==> src/rtl/irm_pkg.sv <==
// Shared constants and the decoded command type for the interrupt remapping
// command controller. Assumes a 32-bit software command word.
package irm_pkg;
    localparam int CMD_W  = 32;
    localparam int EN_BIT = 25;   // mode request field position
    localparam int SP_BIT = 24;   // pointer-load trigger position

    typedef struct packed {
        logic wr;   // a command word was written this cycle
        logic en;   // requested mode carried by that write
        logic sp;   // pointer-load trigger (already qualified by wr)
    } cmd_t;
endpackage

==> src/rtl/irm_cmd_regs.sv <==
// Command word decoder and table-address holding register.
// Assumes cmd_wdata is meaningful only while cmd_wr is high. The command
// fields are write-only, so the read value is always zero.
module irm_cmd_regs #(
    parameter int AW = 48
) (
    input  logic                      clk,
    input  logic                      rst_n,
    input  logic                      cmd_wr,
    input  logic [irm_pkg::CMD_W-1:0] cmd_wdata,
    input  logic                      addr_wr,
    input  logic [AW-1:0]             addr_wdata,
    output irm_pkg::cmd_t             cmd,
    output logic [AW-1:0]             addr_q,
    output logic [irm_pkg::CMD_W-1:0] cmd_rdata
);
    import irm_pkg::*;

    logic unused_cmd_bits;

    // Decode the command fields from the written word.
    always_comb begin
        cmd.wr = cmd_wr;
        cmd.en = cmd_wdata[EN_BIT];
        cmd.sp = cmd_wr & cmd_wdata[SP_BIT];
    end

    // Bits outside the two command fields carry no function.
    assign unused_cmd_bits = ^{cmd_wdata[CMD_W-1:EN_BIT+1], cmd_wdata[SP_BIT-1:0]};

    // Write-only fields read back as zero.
    assign cmd_rdata = '0;

    // Hold the table base address until the next address write.
    always_ff @(posedge clk) begin
        if (!rst_n)
            addr_q <= '0;
        else if (addr_wr)
            addr_q <= addr_wdata;
    end
endmodule

==> src/rtl/irm_inflight_q.sv <==
// In-order queue of mode tags for in-flight interrupt requests.
// Assumes push is asserted only when not full. A pop while empty is ignored.
module irm_inflight_q #(
    parameter int DEPTH = 4
) (
    input  logic                       clk,
    input  logic                       rst_n,
    input  logic                       push,
    input  logic                       push_tag,
    input  logic                       pop,
    output logic [$clog2(DEPTH+1)-1:0] count,
    output logic                       head_tag,
    output logic                       full,
    output logic                       empty
);
    localparam int CW = $clog2(DEPTH + 1);
    localparam int PW = (DEPTH > 1) ? $clog2(DEPTH) : 1;
    localparam logic [PW-1:0] LAST = PW'(DEPTH - 1);

    logic [DEPTH-1:0] tags_q;
    logic [PW-1:0]    wr_ptr, rd_ptr;
    logic             do_pop;

    assign full     = (count == CW'(DEPTH));
    assign empty    = (count == '0);
    assign do_pop   = pop && !empty;
    assign head_tag = tags_q[rd_ptr];

    // One storage slot per queue entry, written when the write pointer selects it.
    for (genvar i = 0; i < DEPTH; i++) begin : g_slot
        always_ff @(posedge clk) begin
            if (!rst_n)
                tags_q[i] <= 1'b0;
            else if (push && wr_ptr == PW'(i))
                tags_q[i] <= push_tag;
        end
    end

    // Advance the pointers with wrap at DEPTH and keep the occupancy count.
    always_ff @(posedge clk) begin
        if (!rst_n) begin
            wr_ptr <= '0;
            rd_ptr <= '0;
            count  <= '0;
        end else begin
            if (push)
                wr_ptr <= (wr_ptr == LAST) ? '0 : wr_ptr + PW'(1);
            if (do_pop)
                rd_ptr <= (rd_ptr == LAST) ? '0 : rd_ptr + PW'(1);
            if (push && !do_pop)
                count <= count + CW'(1);
            else if (do_pop && !push)
                count <= count - CW'(1);
        end
    end
endmodule

==> src/rtl/irm_mode_ctrl.sv <==
// Mode sequencer, active table pointer and status flags.
// The requested mode is taken on every command write. The live mode follows
// it only once the request queue is empty. A pointer load completes at the
// write edge.
module irm_mode_ctrl #(
    parameter int AW = 48
) (
    input  logic          clk,
    input  logic          rst_n,
    input  irm_pkg::cmd_t cmd,
    input  logic [AW-1:0] addr_q,
    input  logic          q_empty,
    output logic          mode_q,
    output logic          pending,
    output logic [AW-1:0] ptr_q,
    output logic          ptr_ok_q,
    output logic          err_q
);
    logic target_q;

    assign pending = (target_q != mode_q);

    // Record the mode requested by the latest command write.
    always_ff @(posedge clk) begin
        if (!rst_n)
            target_q <= 1'b0;
        else if (cmd.wr)
            target_q <= cmd.en;
    end

    // Switch the live mode only at a request boundary (queue empty).
    always_ff @(posedge clk) begin
        if (!rst_n)
            mode_q <= 1'b0;
        else if (pending && q_empty)
            mode_q <= target_q;
    end

    // Load the active pointer on the one-shot trigger and mark it loaded.
    always_ff @(posedge clk) begin
        if (!rst_n) begin
            ptr_q    <= '0;
            ptr_ok_q <= 1'b0;
        end else if (cmd.sp) begin
            ptr_q    <= addr_q;
            ptr_ok_q <= 1'b1;
        end
    end

    // Flag an enable request made before any pointer load; sticky until reset.
    always_ff @(posedge clk) begin
        if (!rst_n)
            err_q <= 1'b0;
        else if (cmd.wr && cmd.en && !ptr_ok_q)
            err_q <= 1'b1;
    end
endmodule

==> src/rtl/irq_remap_ctrl.sv <==
// Top of the interrupt remapping command controller. Joins the command
// decoder, the in-flight tag queue and the mode sequencer. Assumes req_done
// retires the oldest request and is raised only while requests are queued.
module irq_remap_ctrl #(
    parameter int AW    = 48,
    parameter int DEPTH = 4
) (
    input  logic                       clk,
    input  logic                       rst_n,
    input  logic                       cmd_wr,
    input  logic [31:0]                cmd_wdata,
    output logic [31:0]                cmd_rdata,
    input  logic                       addr_wr,
    input  logic [AW-1:0]              addr_wdata,
    input  logic                       req_valid,
    output logic                       req_ready,
    output logic                       req_tag,
    input  logic                       req_done,
    output logic                       cpl_tag,
    output logic [$clog2(DEPTH+1)-1:0] inflight,
    output logic [AW-1:0]              active_ptr,
    output logic                       sts_remap_en,
    output logic                       sts_ptr_set,
    output logic                       proto_err
);
    irm_pkg::cmd_t cmd;
    logic [AW-1:0] addr_q;
    logic          pending;
    logic          q_full, q_empty;
    logic          accept;

    irm_cmd_regs #(.AW(AW)) u_regs (
        .clk        (clk),
        .rst_n      (rst_n),
        .cmd_wr     (cmd_wr),
        .cmd_wdata  (cmd_wdata),
        .addr_wr    (addr_wr),
        .addr_wdata (addr_wdata),
        .cmd        (cmd),
        .addr_q     (addr_q),
        .cmd_rdata  (cmd_rdata)
    );

    irm_inflight_q #(.DEPTH(DEPTH)) u_queue (
        .clk      (clk),
        .rst_n    (rst_n),
        .push     (accept),
        .push_tag (sts_remap_en),
        .pop      (req_done),
        .count    (inflight),
        .head_tag (cpl_tag),
        .full     (q_full),
        .empty    (q_empty)
    );

    irm_mode_ctrl #(.AW(AW)) u_mode (
        .clk      (clk),
        .rst_n    (rst_n),
        .cmd      (cmd),
        .addr_q   (addr_q),
        .q_empty  (q_empty),
        .mode_q   (sts_remap_en),
        .pending  (pending),
        .ptr_q    (active_ptr),
        .ptr_ok_q (sts_ptr_set),
        .err_q    (proto_err)
    );

    // Refuse requests while the queue is full or a mode change waits to drain.
    assign req_ready = !pending && !q_full;
    assign accept    = req_valid && req_ready;
    assign req_tag   = sts_remap_en;
endmodule

==> config.mk <==
export PLATFORM = sky130hd
export DESIGN_NAME = irq_remap_ctrl
export DESIGN_NICKNAME = d
export VERILOG_FILES = /design/src/rtl/irm_pkg.sv /design/src/rtl/irm_cmd_regs.sv /design/src/rtl/irm_inflight_q.sv /design/src/rtl/irm_mode_ctrl.sv /design/src/rtl/irq_remap_ctrl.sv
export SDC_FILE = /design/constraint.sdc
export NUM_CORES = 1
export LEC_CHECK = 0
export BUFFER_PORTS_ARGS = -buffer_cell sky130_fd_sc_hd__buf_2
export CAP_MARGIN = 20
export CORE_ASPECT_RATIO = 0.9
export CORE_MARGIN = 3
export CORE_UTILIZATION = 25
export CTS_BUF_LIST = sky130_fd_sc_hd__clkbuf_8
export CTS_CLUSTER_DIAMETER = 30
export DETAILED_ROUTE_END_ITERATION = 10
export GPL_ROUTABILITY_DRIVEN = 0
export HOLD_SLACK_MARGIN = 0.06
export PLACE_DENSITY = 0.49
export SLEW_MARGIN = 20
export SYNTH_ARGS = -nofsm -noshare
export SYNTH_HDL_FRONTEND = slang
export SYNTH_SLANG_ARGS = --single-unit
==> constraint.sdc <==
create_clock -name clk -period 2.4 [get_ports clk]
set_clock_uncertainty 0.05 [all_clocks]
set_input_delay 0.72 -clock clk [delete_from_list [all_inputs] [get_ports clk]]
set_output_delay 0.72 -clock clk [all_outputs]
set_load 0.02 [all_outputs]
# [Word-level counts from Yosys, hierarchy flattened]
# Index checks and enable logic that the tools add are counted.
[classes] addsub=4 mul=0 n_div=0 order_cmp=1 n_eq_ne=6 shifts=0 muxes=6 n_bitwise=1 reduce_logical=21
[ops] op="1-bit logical AND" count=12
[ops] op="2-bit == test (second input constant)" count=3
[ops] op="1-bit logical NOT" count=6
[ops] op="3-bit two-way mux" count=2
[ops] op="2-bit by 1-bit adder with 2-bit output (second input constant)" count=2
[ops] op="2-bit two-way mux" count=2
[ops] op="3-bit by 1-bit adder with 3-bit output (second input constant)" count=1
[ops] op="3-bit == test (second input constant)" count=1
[ops] op="3-bit logical NOT" count=1
[ops] op="2-bit by 3-bit < comparator with 1-bit output (second input constant)" count=1
[ops] op="3-bit by 1-bit subtractor with 3-bit output (second input constant)" count=1
[ops] op="1-bit binary-select mux with 2-bit select" count=1
[ops] op="2-bit by 1-bit == test with 1-bit output (second input constant)" count=1
[ops] op="2-bit logical NOT" count=1
[ops] op="2-bit nonzero test" count=1
[ops] op="1-bit bitwise AND" count=1
[ops] op="1-bit two-way mux" count=1
[ops] op="1-bit inequality test" count=1
[totals] ff_bits=111 latchBits=0 ram_bits=0 mem_bits_ro=0 input_bits=86 elab_cells=52 n_memories=0

# [Logic depth before layout (Yosys ltp)]
# Gate-level depths: netlist (run 1).
[depth] depth_word=8 mapped_depth=8 ltp_nobuf=8

# [By module]
# Synthesis (run 1) repeated with hierarchy kept, for this count alone.
[hier_totals] hier_cells=425 area_unflattened_um2=4702.0
[by_module_without_submodules] mod="irm_cmd_regs" instances=1 cells_each=191 area_each_um2=2110.8
[by_module_without_submodules] mod="irm_mode_ctrl" instances=1 cells_each=168 area_each_um2=1970.6
[by_module_without_submodules] mod="irm_inflight_q" instances=1 cells_each=63 area_each_um2=596.8
[by_module_without_submodules] mod="irq_remap_ctrl" instances=1 cells_each=3 area_each_um2=23.8

# [Worst setup path after synthesis (run 1)]
# Ideal clock, no wire load.
[synth_timing] path_type="reg2reg" start="reg u_mode.mode_q" end="reg u_queue.count[2]" setup_ns=0.070 t_arrival_ns=2.190 required_time_ns=2.280 path_slack_ns=0.090 path_stages_with_launch=9 path_buffers=0 cell_sequence="dfxtp_1 -> xor2_4 -> nor3b_4 -> ha_1 -> inv_1 -> fa_1 -> xor2_1 -> or3_1 -> a21oi_1"
[synth_via] elab_chain_len=7 elab_cells_between_ends=9 classes_between="eq/ne: 1; mux: 1; reduce/logical: 7"
[synth_lines] element="from (decl)" line_no="irm_mode_ctrl.sv:13" rtl="output logic mode_q,"
[synth_lines] element="from (signal assigned)" line_no="irm_mode_ctrl.sv:36" rtl="mode_q <= target_q;"
[synth_lines] element="1-bit inequality test (*)" line_no="irm_mode_ctrl.sv:21" rtl="assign pending = (target_q != mode_q);"
[synth_lines] element="1-bit logical NOT (*)" line_no="irq_remap_ctrl.sv:70" rtl="assign req_ready = !pending && !q_full;"
[synth_lines] element="1-bit logical AND (*)" line_no="irq_remap_ctrl.sv:70"
[synth_lines] element="1-bit logical AND (*)" line_no="irq_remap_ctrl.sv:71" rtl="assign accept = req_valid && req_ready;"
[synth_lines] element="via accept" line_no="irq_remap_ctrl.sv:30" rtl="logic accept;"
[synth_lines] element="1-bit logical NOT" line_no="irm_inflight_q.sv:52" rtl="else if (do_pop && !push)"
[synth_lines] element="1-bit logical AND" line_no="irm_inflight_q.sv:52"
[synth_lines] element="2-bit nonzero test (no line)"
[synth_lines] element="to (signal assigned)" line_no="irm_inflight_q.sv:51" rtl="count <= count + CW'(1);"
[synth_lines] element="to (signal assigned)" line_no="irm_inflight_q.sv:53" rtl="count <= count - CW'(1);"
[synth_lines] element="to (decl)" line_no="irm_inflight_q.sv:11" rtl="output logic [$clog2(DEPTH+1)-1:0] count,"
# The timed path passes the listed nets; every way through them passes the cells marked *.
# A chain may end at the register's enable or synchronous reset.

# [Final worst setup path (run 1)]
[layout_timing] start="reg u_queue.count[0]" end="out req_ready"
[layout_via] elab_chain_len=3
[layout_lines] element="3-bit == test" line_no="irm_inflight_q.sv:24" rtl="assign full = (count == CW'(DEPTH));"
[layout_lines] element="1-bit logical NOT" line_no="irq_remap_ctrl.sv:70"
[layout_lines] element="1-bit logical AND" line_no="irq_remap_ctrl.sv:70"
[layout_lines] element="to (decl)" line_no="irq_remap_ctrl.sv:16" rtl="output logic req_ready,"
# Every way passes these cells.

==> results_dict.tcl, run 1 <==
set metrics [dict create \
    rsz0062_at_grt "false" \
    post_synth.cell_area_avg_sq_um 9.193 \
    ant_nets 0 \
    setup_viol 0 \
    synth.distinct_cells 26 \
    die_height_um 131.4 \
    worstPathArrival_ns 1.50 \
    cts_setup_buffers 0 \
    ff2ff_path_depth 7 \
    synth_edf_count 0 \
    hold_ws_ns 0.4060 \
    yosys_warnings 0 \
    worstPathMaxFanout 9 \
    multi_input_area_sq_um 1853 \
    setup_ws_ns 0.1297 \
    cts_root_buffer "clkbuf_8" \
    finalHoldViolCount 0 \
    nFillCells 1832 \
    netlist.area_leader.share_pct 50.89 \
    clkTransAtPathRegs_ns 0.10 \
    antenna_found_initial 1 \
    drc_errors 0 \
    grt_pass1_vias 3318 \
    grt_max_degree 72 \
    synth_area_leader_cell "dfxtp_1" \
    p_per_area_nw_per_um2 732.9 \
    overflow 0 \
    drt-pass1-iter-count 4 \
    clkSinkCount 111 \
    critPathKind "flop to output pin" \
    rr_startpoint "u_queue.count[0]" \
    n_antenna_cell 0 \
    cts-resized-gates 0 \
    fmax_mhz 440.5 \
    cts_buffer_depth 2 \
    routed_wl_um 10360 \
    die_area_sq_um 19090 \
    initial_utilization_pct 25.68 \
    cp-start-kind "flop" \
    synthFlopType "dfxtp_1" \
    synth_seq_cells 111 \
    cts_buffers 9 \
    fin_setup_tns_ns 0 \
    final_nets 672 \
    fin_crit_sh_pct 94.60 \
    drt-wirelength-per-cell_um 12.65 \
    synth-seq-area-share_pct 50.89 \
    r2r-end "u_queue.count[2]" \
    track_usage_pct 11.03 \
    startpoint "u_queue.count[0]" \
    ir_worst_vdd_mv 0.2287 \
    cp-end-kind "output pin" \
    dp_slack_ns 0.04550 \
    fin_crit_ns 2.270 \
    crit_end "req_ready" \
    dr_total_vias 3385 \
    hp-class "flop to flop" \
    hold_buffers 0 \
    fp.dieW_um 145.3 \
    yosys-top-cells-area "dfxtp_1, mux2i_1, nand2_1, buf_4, a21oi_1" \
    rows 45 \
    async_flop_share_pct 0 \
    report.power.total_w 0.003872 \
    post-route-util_pct 31.07 \
    r2r_setup_slack_ns 0.19 \
    hpwl_um 7161 \
    core_area_sq_um 17000 \
    cap_violations 0 \
    clock_latency_ns 0.37 \
    io_buffers 112 \
    slew_violations 0 \
    regArea_sq_um 2223 \
    netlist_area_sq_um 4367 \
    postSynthCellCount 475 \
    status "complete, no violations" \
    htreeDepth 3 \
    drive_gt1_share_pct 25.51 \
    synthToLayoutAreaGrowth_pct 20.97 \
    grt_pass1_wl_um 17010 \
    drtIter0Drc 81 \
    p_leak_nw 2.398 \
    pin_count 175 \
    cts_tree "yes" \
    via_per_inst 4.133 \
    crit_required_ns 1.63 \
]
==> cell families after synthesis <==
| family | share of synthesized area [%] |
|---|---|
| xor+xnor | 1.032 |
| flops | 50.89 |
| other cells | 0.08588 |
| mux | 12.66 |
| compound gates | 8.023 |
| buf+inv | 9.427 |
| simple gates | 15.70 |
| fa+ha+maj | 2.178 |
==> through the flow <==
step / std cells / cell area [sq um]
5_1_grt: 819 / 5283
6_report: 819 / 5283
3_3_place_gp: 803 / 5074
3_5_place_dp: 803 / 5074
4_1_cts: 819 / 5281
2_1_floorplan: 506 / 4483
==> sequential cells by signal, summed over array words and instances (netlist names) <==
signal,flops
u_mode.ptr_q,48
u_regs.addr_q,48
u_queue.tags_q,4
u_queue.count,3
u_queue.rd_ptr,2
u_queue.wr_ptr,2
u_mode.err_q,1
u_mode.mode_q,1
u_mode.ptr_ok_q,1
u_mode.target_q,1
==> report_power, final <==
part	total (W)	leakage, nW	internal, W	switching [W]
Sequential	0.00205	0.908	0.00195	0.0000963
Clock	0.00116	0.106	0.000517	0.000642
Combinational	0.000665	1.38	0.000273	0.000392
Total	0.00387	2.40	0.00274	0.00113
==> final cells by class <==
class / count / share of cell area [%]
sequential: 111 / 42.09
multi-input combinational: 329 / 35.08
clock buffer: 10 / 2.605
timing repair buffer: 124 / 13.03
inverter: 4 / 0.3079
tap: 235 / 5.566
clock inverter: 6 / 1.326
==> worst max-delay path, cell delays in order, from the launching register on <==
cell and delay [ns]:
dfxtp_1 0.42, nor3b_4 0.29, buf_4 0.20, nor2_1 0.06
buf_2 0.17
==> cells in the mapped netlist, drive strengths merged (4+ instances only) <==
master	number
a21oi	51
inv	4
ha	6
dfxtp	111
o311ai	4
mux2i	53
o41ai	4
buf	55
nand2	107
nor2	56
clkbuf	7
==> worst min-delay path by stage <==
| stage | endpoint | slack, ns | start | cells after the start |
|---|---|---|---|---|
| floorplan | u_mode.ptr_q[0] | 0.38 | u_regs.addr_q[0] | 2 |
| global placement | u_mode.ptr_q[29] | 0.38 | u_regs.addr_q[29] | 2 |
| detailed placement | u_mode.ptr_q[16] | 0.39 | u_regs.addr_q[16] | 2 |
| CTS | u_mode.ptr_q[38] | 0.40 | u_regs.addr_q[38] | 2 |
| global route | u_mode.ptr_q[44] | 0.42 | u_regs.addr_q[44] | 2 |
| finish | u_mode.ptr_q[20] | 0.41 | u_mode.ptr_q[20] | 2 |
==> layer usage <==
| metal | up-vias | wire, um | global-route usage, % |
|---|---|---|---|
| met4 | 2 | 166 | 3.903 |
| li1 | 1697 | - | - |
| met2 | 83 | 4794 | 17.88 |
| met5 | - | 13 | 0 |
| met1 | 1591 | 4792 | 13.48 |
| met3 | 12 | 596 | 4.069 |
==> placed cells by master, fill, tap and decap left out, types with 2 or more instances in the layout <==
master and count:
clkinv_4 4, clkinv_2 2, dfxtp_1 110, nor2_1 56, buf_12 3, or3_1 3, buf_4 9, clkbuf_8 10
ha_1 6, nor3b_4 2, buf_2 112, xor2_1 2, conb_1 32, o41ai_1 4, o311ai_1 4, nand2_1 106
inv_1 3, mux2i_1 53, a21oi_1 51
(Power assumes the default switching activity.)
==> inputs of run 2 (changes only) <==
--- a/config.mk
+++ b/config.mk
@@ -9,14 +9,15 @@
 export CAP_MARGIN = 20
 export CORE_ASPECT_RATIO = 0.9
 export CORE_MARGIN = 3
-export CORE_UTILIZATION = 25
+export CORE_UTILIZATION = 51
 export CTS_BUF_LIST = sky130_fd_sc_hd__clkbuf_8
 export CTS_CLUSTER_DIAMETER = 30
 export DETAILED_ROUTE_END_ITERATION = 10
 export GPL_ROUTABILITY_DRIVEN = 0
 export HOLD_SLACK_MARGIN = 0.06
-export PLACE_DENSITY = 0.49
+export PLACE_DENSITY = 0.84
 export SLEW_MARGIN = 20
 export SYNTH_ARGS = -nofsm -noshare
 export SYNTH_HDL_FRONTEND = slang
+export SYNTH_HIERARCHICAL = 1
 export SYNTH_SLANG_ARGS = --single-unit
==> results_dict.tcl, run 2 <==
set metrics [dict create \
    status "complete, no violations" \
    slew_violations 0 \
    worstPathArrival_ns 2.50 \
    cap_violations 0 \
    dr_wl_met2_um 4337 \
    cts_root_buffer "clkbuf_8" \
    final_common_cell "buf_2" \
    synth_area_leader_cell "dfxtp_1" \
    ant_nets 0 \
    synth_seq_cells 111 \
    cp_top_family "simple AND/OR/NAND/NOR gates" \
    fp.dieW_um 107.2 \
    drive_gt1_share_pct 26.04 \
    power.switching_w 0.001096 \
    final_nets 618 \
    p_per_area_nw_per_um2 720.6 \
    drt-wirelength-per-cell_um 12.86 \
    synth-seq-area-share_pct 47.26 \
    finalHoldViolCount 0 \
    cts_buffer_depth 2 \
    pin_count 175 \
    hold_ws_ns 0.4085 \
    hp-class "flop to flop" \
    fmax_mhz 442.2 \
    drtIter0Drc 99 \
    netlist_area_sq_um 4702 \
    yosys_warnings 6 \
    top_layer "met4" \
    mostFrequentLayoutCells "buf_2, dfxtp_1, mux2i_1, nor2b_1, conb_1" \
    drt-pass1-iter-count 4 \
    clkTransAtPathRegs_ns 0.10 \
    p_comb_share_pct 17.4 \
    antenna_found_initial 0 \
    crit_required_ns 2.64 \
    cts_setup_buffers 0 \
    yosys-top-cells-area "dfxtp_1, mux2i_1, nor2b_1, buf_4, buf_12" \
    slowest_stage "dfxtp_1" \
    synth_edf_count 0 \
    cp-end-kind "flop" \
    netlist.area_leader.share_pct 47.26 \
    dr_wl_met3_um 532 \
    p_leak_nw 2.440 \
    ir_worst_vdd_mv 0.4555 \
    via_per_inst 4.612 \
    clock_latency_ns 0.35 \
    die_height_um 97.09 \
    worstPathMaxFanout 6 \
    initial_utilization_pct 53.62 \
    cp_cell_sequence "nor3b_1 > nor3b_2 > ha_1 > inv_1 > fa_1 > xor2_1 > or3_1 > a21boi_1" \
    synthTopCellsByCount "dfxtp_1, mux2i_1, nor2b_1, buf_4, nand2_1" \
    fin_crit_ns 2.261 \
    hpwl_um 5717 \
    yosysMostFrequentCell "dfxtp_1" \
    setup_viol 0 \
    async_flop_share_pct 0 \
    io_buffers 112 \
    die_area_sq_um 10410 \
    hold_buffers 0 \
    cp-start-kind "flop" \
    cts_buffers 9 \
    top_regs "u_mode/ptr_q: 48 flops, u_regs/addr_q: 48 flops, u_queue/tags_q: 4 flops" \
    crit_path_max_incr_delay_ns 0.49 \
    rows 32 \
    fin_crit_sh_pct 94.22 \
    htreeDepth 3 \
    critPathKind "flop to flop" \
    grt_pass1_wl_um 13940 \
    post_synth.cell_area_avg_sq_um 11.06 \
    cts_tree "yes" \
    core_area_sq_um 8768 \
    routed_wl_um 8344 \
    n_antenna_cell 0 \
    grt_pass1_vias 3035 \
    track_usage_pct 16.26 \
    dr_total_vias 2993 \
    synthFlopType "dfxtp_1" \
    overflow 0 \
    grt_max_degree 115 \
    drc_errors 0 \
    met1_length_um 3395 \
    synth.distinct_cells 29 \
    pwr-share-clk_pct 29.7 \
    fin_setup_tns_ns 0 \
    postSynthCellCount 425 \
    crit_buf_inv 1 \
    p_int_w 0.002765 \
    clkSinkCount 111 \
    rsz0062_at_grt "false" \
    seqPwrFrac_pct 52.9 \
    synthToLayoutAreaGrowth_pct 13.94 \
    swShare_pct 28.39 \
]
## run 2: cell types whose count changed after synthesis, moves of 14 or more
cell,previous run,this run
nor2b_1,0,100
nand2_1,107,12
nor2_1,56,3
a21oi_1,51,0
mux2i_1,53,100
buf_2,17,3
## run 2: worst register-to-register path, stage by stage (launching register included)
cell,delay [ns]
dfxtp_1,0.49
nor3b_1,0.13
nor3b_2,0.23
ha_1,0.22
inv_1,0.07
fa_1,0.37
xor2_1,0.17
or3_1,0.31
a21boi_1,0.15
## run 2: power by group through the flow
| stage | sequential (W) | combinational [W] | clock (W) |
|---|---|---|---|
| after detailed placement | 0.00208 | 0.000672 | 0 |
| after floorplan | 0.00212 | 0.000503 | 0 |
| after global routing | 0.00206 | 0.000735 | 0.00128 |
| after CTS | 0.00204 | 0.000676 | 0.00120 |
| after global placement | 0.00207 | 0.000645 | 0 |
| final | 0.00204 | 0.000670 | 0.00115 |
## run 2: logic make-up after synthesis
logic type      share of synthesized area (%)
buf+inv                                 10.01
flops                                   47.26
other cells                           0.07975
xor+xnor                               0.5589
fa+ha+maj                               2.022
mux                                     21.77
simple gates                            16.42
compound gates                          1.889
## run 2: worst paths after layout
| path | from | slack [ns] | endpoint | depth (start not counted) |
|---|---|---|---|---|
| max reg2reg | u_queue/count[1] | 0.14 | u_queue/count[2] | 8 |
| min reg2reg | u_mode/err_q | 0.41 | u_mode/err_q | 2 |
| max | u_queue/count[1] | 0.14 | u_queue/count[2] | 8 |
| min | u_mode/err_q | 0.41 | u_mode/err_q | 2 |
## run 2: area by class of cell
cell class | count | area (sq um)
Timing Repair Buffer | 117 | 635.6
Inverter | 3 | 11.26
Multi-Input combinational cell | 283 | 2127
Sequential cell | 111 | 2223
Clock inverter | 7 | 87.58
Tap cell | 119 | 148.9
Fill cell | 767 | 3411
Clock buffer | 9 | 123.9
## run 2: metal layers
metal  track usage [%]  up-vias
met3             4.585        6
met4             4.130        0
met1             17.83     1375
met5                 0        -
li1                  -     1527
met2             30.40       85
## run 2: stage by stage
| stage | cell area, sq um | cells | util, % | worst slack, ns | power [W] |
|---|---|---|---|---|---|
| 5_1_grt | 5358 | 649 | 61.10 | 0.001781 | 0.004077 |
| 6_report | 5358 | 649 | 61.10 | 0.1388 | 0.003861 |
| 3_3_place_gp | 5145 | 633 | 58.68 | 0.06543 | 0.002719 |
| 2_1_floorplan | 4818 | 456 | - | 0.1051 | 0.002626 |
| 4_1_cts | 5356 | 649 | 61.09 | 0.1026 | 0.003914 |
| 3_5_place_dp | 5145 | 633 | 58.68 | -0.008603 | 0.002756 |
## run 2: what timing repair did
item	CTS	global route
endpoints found under the hold margin	0	0
resized for setup	0	1
endpoints found under the setup margin	0	1
==> inputs of run 3 (changes only) <==
--- a/config.mk
+++ b/config.mk
@@ -7,15 +7,14 @@
 export LEC_CHECK = 0
 export BUFFER_PORTS_ARGS = -buffer_cell sky130_fd_sc_hd__buf_2
 export CAP_MARGIN = 20
-export CORE_ASPECT_RATIO = 0.9
+export CORE_ASPECT_RATIO = 1.75
 export CORE_MARGIN = 3
-export CORE_UTILIZATION = 51
-export CTS_BUF_LIST = sky130_fd_sc_hd__clkbuf_8
+export CORE_UTILIZATION = 49
 export CTS_CLUSTER_DIAMETER = 30
 export DETAILED_ROUTE_END_ITERATION = 10
 export GPL_ROUTABILITY_DRIVEN = 0
 export HOLD_SLACK_MARGIN = 0.06
-export PLACE_DENSITY = 0.84
+export PLACE_DENSITY = 0.82
 export SLEW_MARGIN = 20
 export SYNTH_ARGS = -nofsm -noshare
 export SYNTH_HDL_FRONTEND = slang
==> results_dict.tcl, run 3 (synthesis gave the netlist of run 2 again) <==
set metrics [dict create \
    ir_worst_vdd_mv 0.4658 \
    fp.dieW_um 80.05 \
    drc_errors 0 \
    mostFrequentLayoutCells "buf_2, dfxtp_1, mux2i_1, nor2b_1, conb_1" \
    die_area_sq_um 10850 \
    clkSinkCount 111 \
    grt_pass1_vias 3202 \
    cp_cell_sequence "nor3b_1 > nor3b_2 > ha_1 > inv_1 > fa_1 > xor2_1 > or3_1 > a21boi_1" \
    hp-class "flop to flop" \
    setup_viol 0 \
    track_usage_pct 16.74 \
    cp_top_family "simple AND/OR/NAND/NOR gates" \
    cts_tree "yes" \
    fin_crit_sh_pct 93.87 \
    initial_utilization_pct 51.06 \
    status "complete, no violations" \
    fmax_mhz 443.9 \
    rows 46 \
    cap_violations 0 \
    cts_buffer_depth 2 \
    cp-start-kind "flop" \
    drive_gt1_share_pct 25.99 \
    synthToLayoutAreaGrowth_pct 16.63 \
    io_buffers 112 \
    cp-end-kind "flop" \
    die_height_um 135.6 \
    drtIter0Drc 85 \
    nFillCells 798 \
    grt_pass1_wl_um 14390 \
    drt-pass1-iter-count 3 \
    worstPathArrival_ns 2.47 \
    regArea_sq_um 2225 \
    core_area_sq_um 9209 \
    critPathKind "flop to flop" \
    rsz0062_at_grt "false" \
    slowest_stage "dfxtp_1" \
    crit_required_ns 2.62 \
    crit_buf_inv 1 \
    htreeDepth 3 \
    final_nets 619 \
    antenna_found_initial 0 \
    cts_root_buffer "clkbuf_16" \
    routed_wl_um 8876 \
    grt_max_degree 98 \
    top_regs "u_mode/ptr_q: 48 flops, u_regs/addr_q: 48 flops, u_queue/tags_q: 4 flops" \
    hpwl_um 6226 \
    clock_latency_ns 0.34 \
    overflow 0 \
    worstPathMaxFanout 6 \
    n_antenna_cell 0 \
    p_per_area_nw_per_um2 780.3 \
    multi_input_area_sq_um 2127 \
    slew_violations 0 \
    dr_total_vias 3032 \
    p_leak_nw 2.501 \
    pin_count 175 \
    ant_nets 0 \
    clkTransAtPathRegs_ns 0.07 \
    via_per_inst 4.657 \
    place_area_sq_um 5166 \
    post-route-util_pct 59.55 \
    fin_crit_ns 2.253 \
    drt-wirelength-per-cell_um 13.63 \
    cts_buffers 9 \
    final_common_cell "buf_2" \
    crit_path_max_incr_delay_ns 0.37 \
    fin_area_sq_um 5484 \
    cts_setup_buffers 0 \
    finalHoldViolCount 0 \
]
[run 3: cell count changes in the layout (fill, tap and decap cells not counted), sizes merged]
cell      delta
buf          +1
clkinv       +3
clkinvlp     -2
clkbuf       +2
bufinv       +1
inv          -4
[run 3: worst register-to-register path, stage by stage (launching register included)]
cell      delay [ns]
dfxtp_1         0.37
nor3b_1         0.19
nor3b_2         0.24
ha_1            0.24
inv_1           0.07
fa_1            0.37
xor2_1          0.19
or3_1           0.33
a21boi_1        0.14
[run 3: timing repair]
action / 4_1_cts / 5_1_grt
setup endpoints to repair: 0 / 1
resized for setup: 0 / 2
hold buffers: 0 / 0
[run 3: metrics by stage]
stage	total power, W	std cells	setup TNS (ns)	worst slack, ns	hold slack (ns)
after global routing	0.004470	651	0	0.005801	0.4278
after CTS	0.004317	651	0	0.06080	0.3990
after detailed placement	0.002763	635	-0.03444	-0.03444	0.3888
after global placement	0.002725	635	0	0.07207	0.3770
after floorplan	0.002626	456	0	0.1051	0.3903
final	0.004279	651	0	0.1471	0.3996
[run 3: power by group]
part           leakage (nW)  internal [W]  switching [W]
Clock                 0.154      0.000918       0.000637
Sequential            0.909       0.00195      0.0000936
Combinational          1.44      0.000306       0.000372
Total                  2.50       0.00318        0.00110
[run 3: path summary, 6_finish.rpt]
kind / slack (ns) / endpoint / cells after the start / startpoint
worst min-delay path: 0.40 / u_mode/err_q / 2 / u_mode/err_q
worst max register to register: 0.15 / u_queue/count[2] / 8 / u_queue/count[2]
worst max-delay path: 0.15 / u_queue/count[2] / 8 / u_queue/count[2]
worst min register to register: 0.40 / u_mode/err_q / 2 / u_mode/err_q
[run 3: area by class of cell]
| type | instances | share of cell area [%] |
|---|---|---|
| inverters | 3 | 0.2053 |
| repair buffers | 118 | 11.96 |
| well taps | 120 | 2.738 |
| clock buffers | 11 | 4.244 |
| multi-input cells | 283 | 38.79 |
| flip-flops and latches | 111 | 40.57 |
| clock inverters | 5 | 1.506 |
[run 3: metal layers]
layer | GRT usage [%] | part of all wire, %
met5 | 0 | 0
met4 | 7.519 | 2.2
met3 | 4.394 | 5.6
met2 | 30.40 | 55
met1 | 17.64 | 37
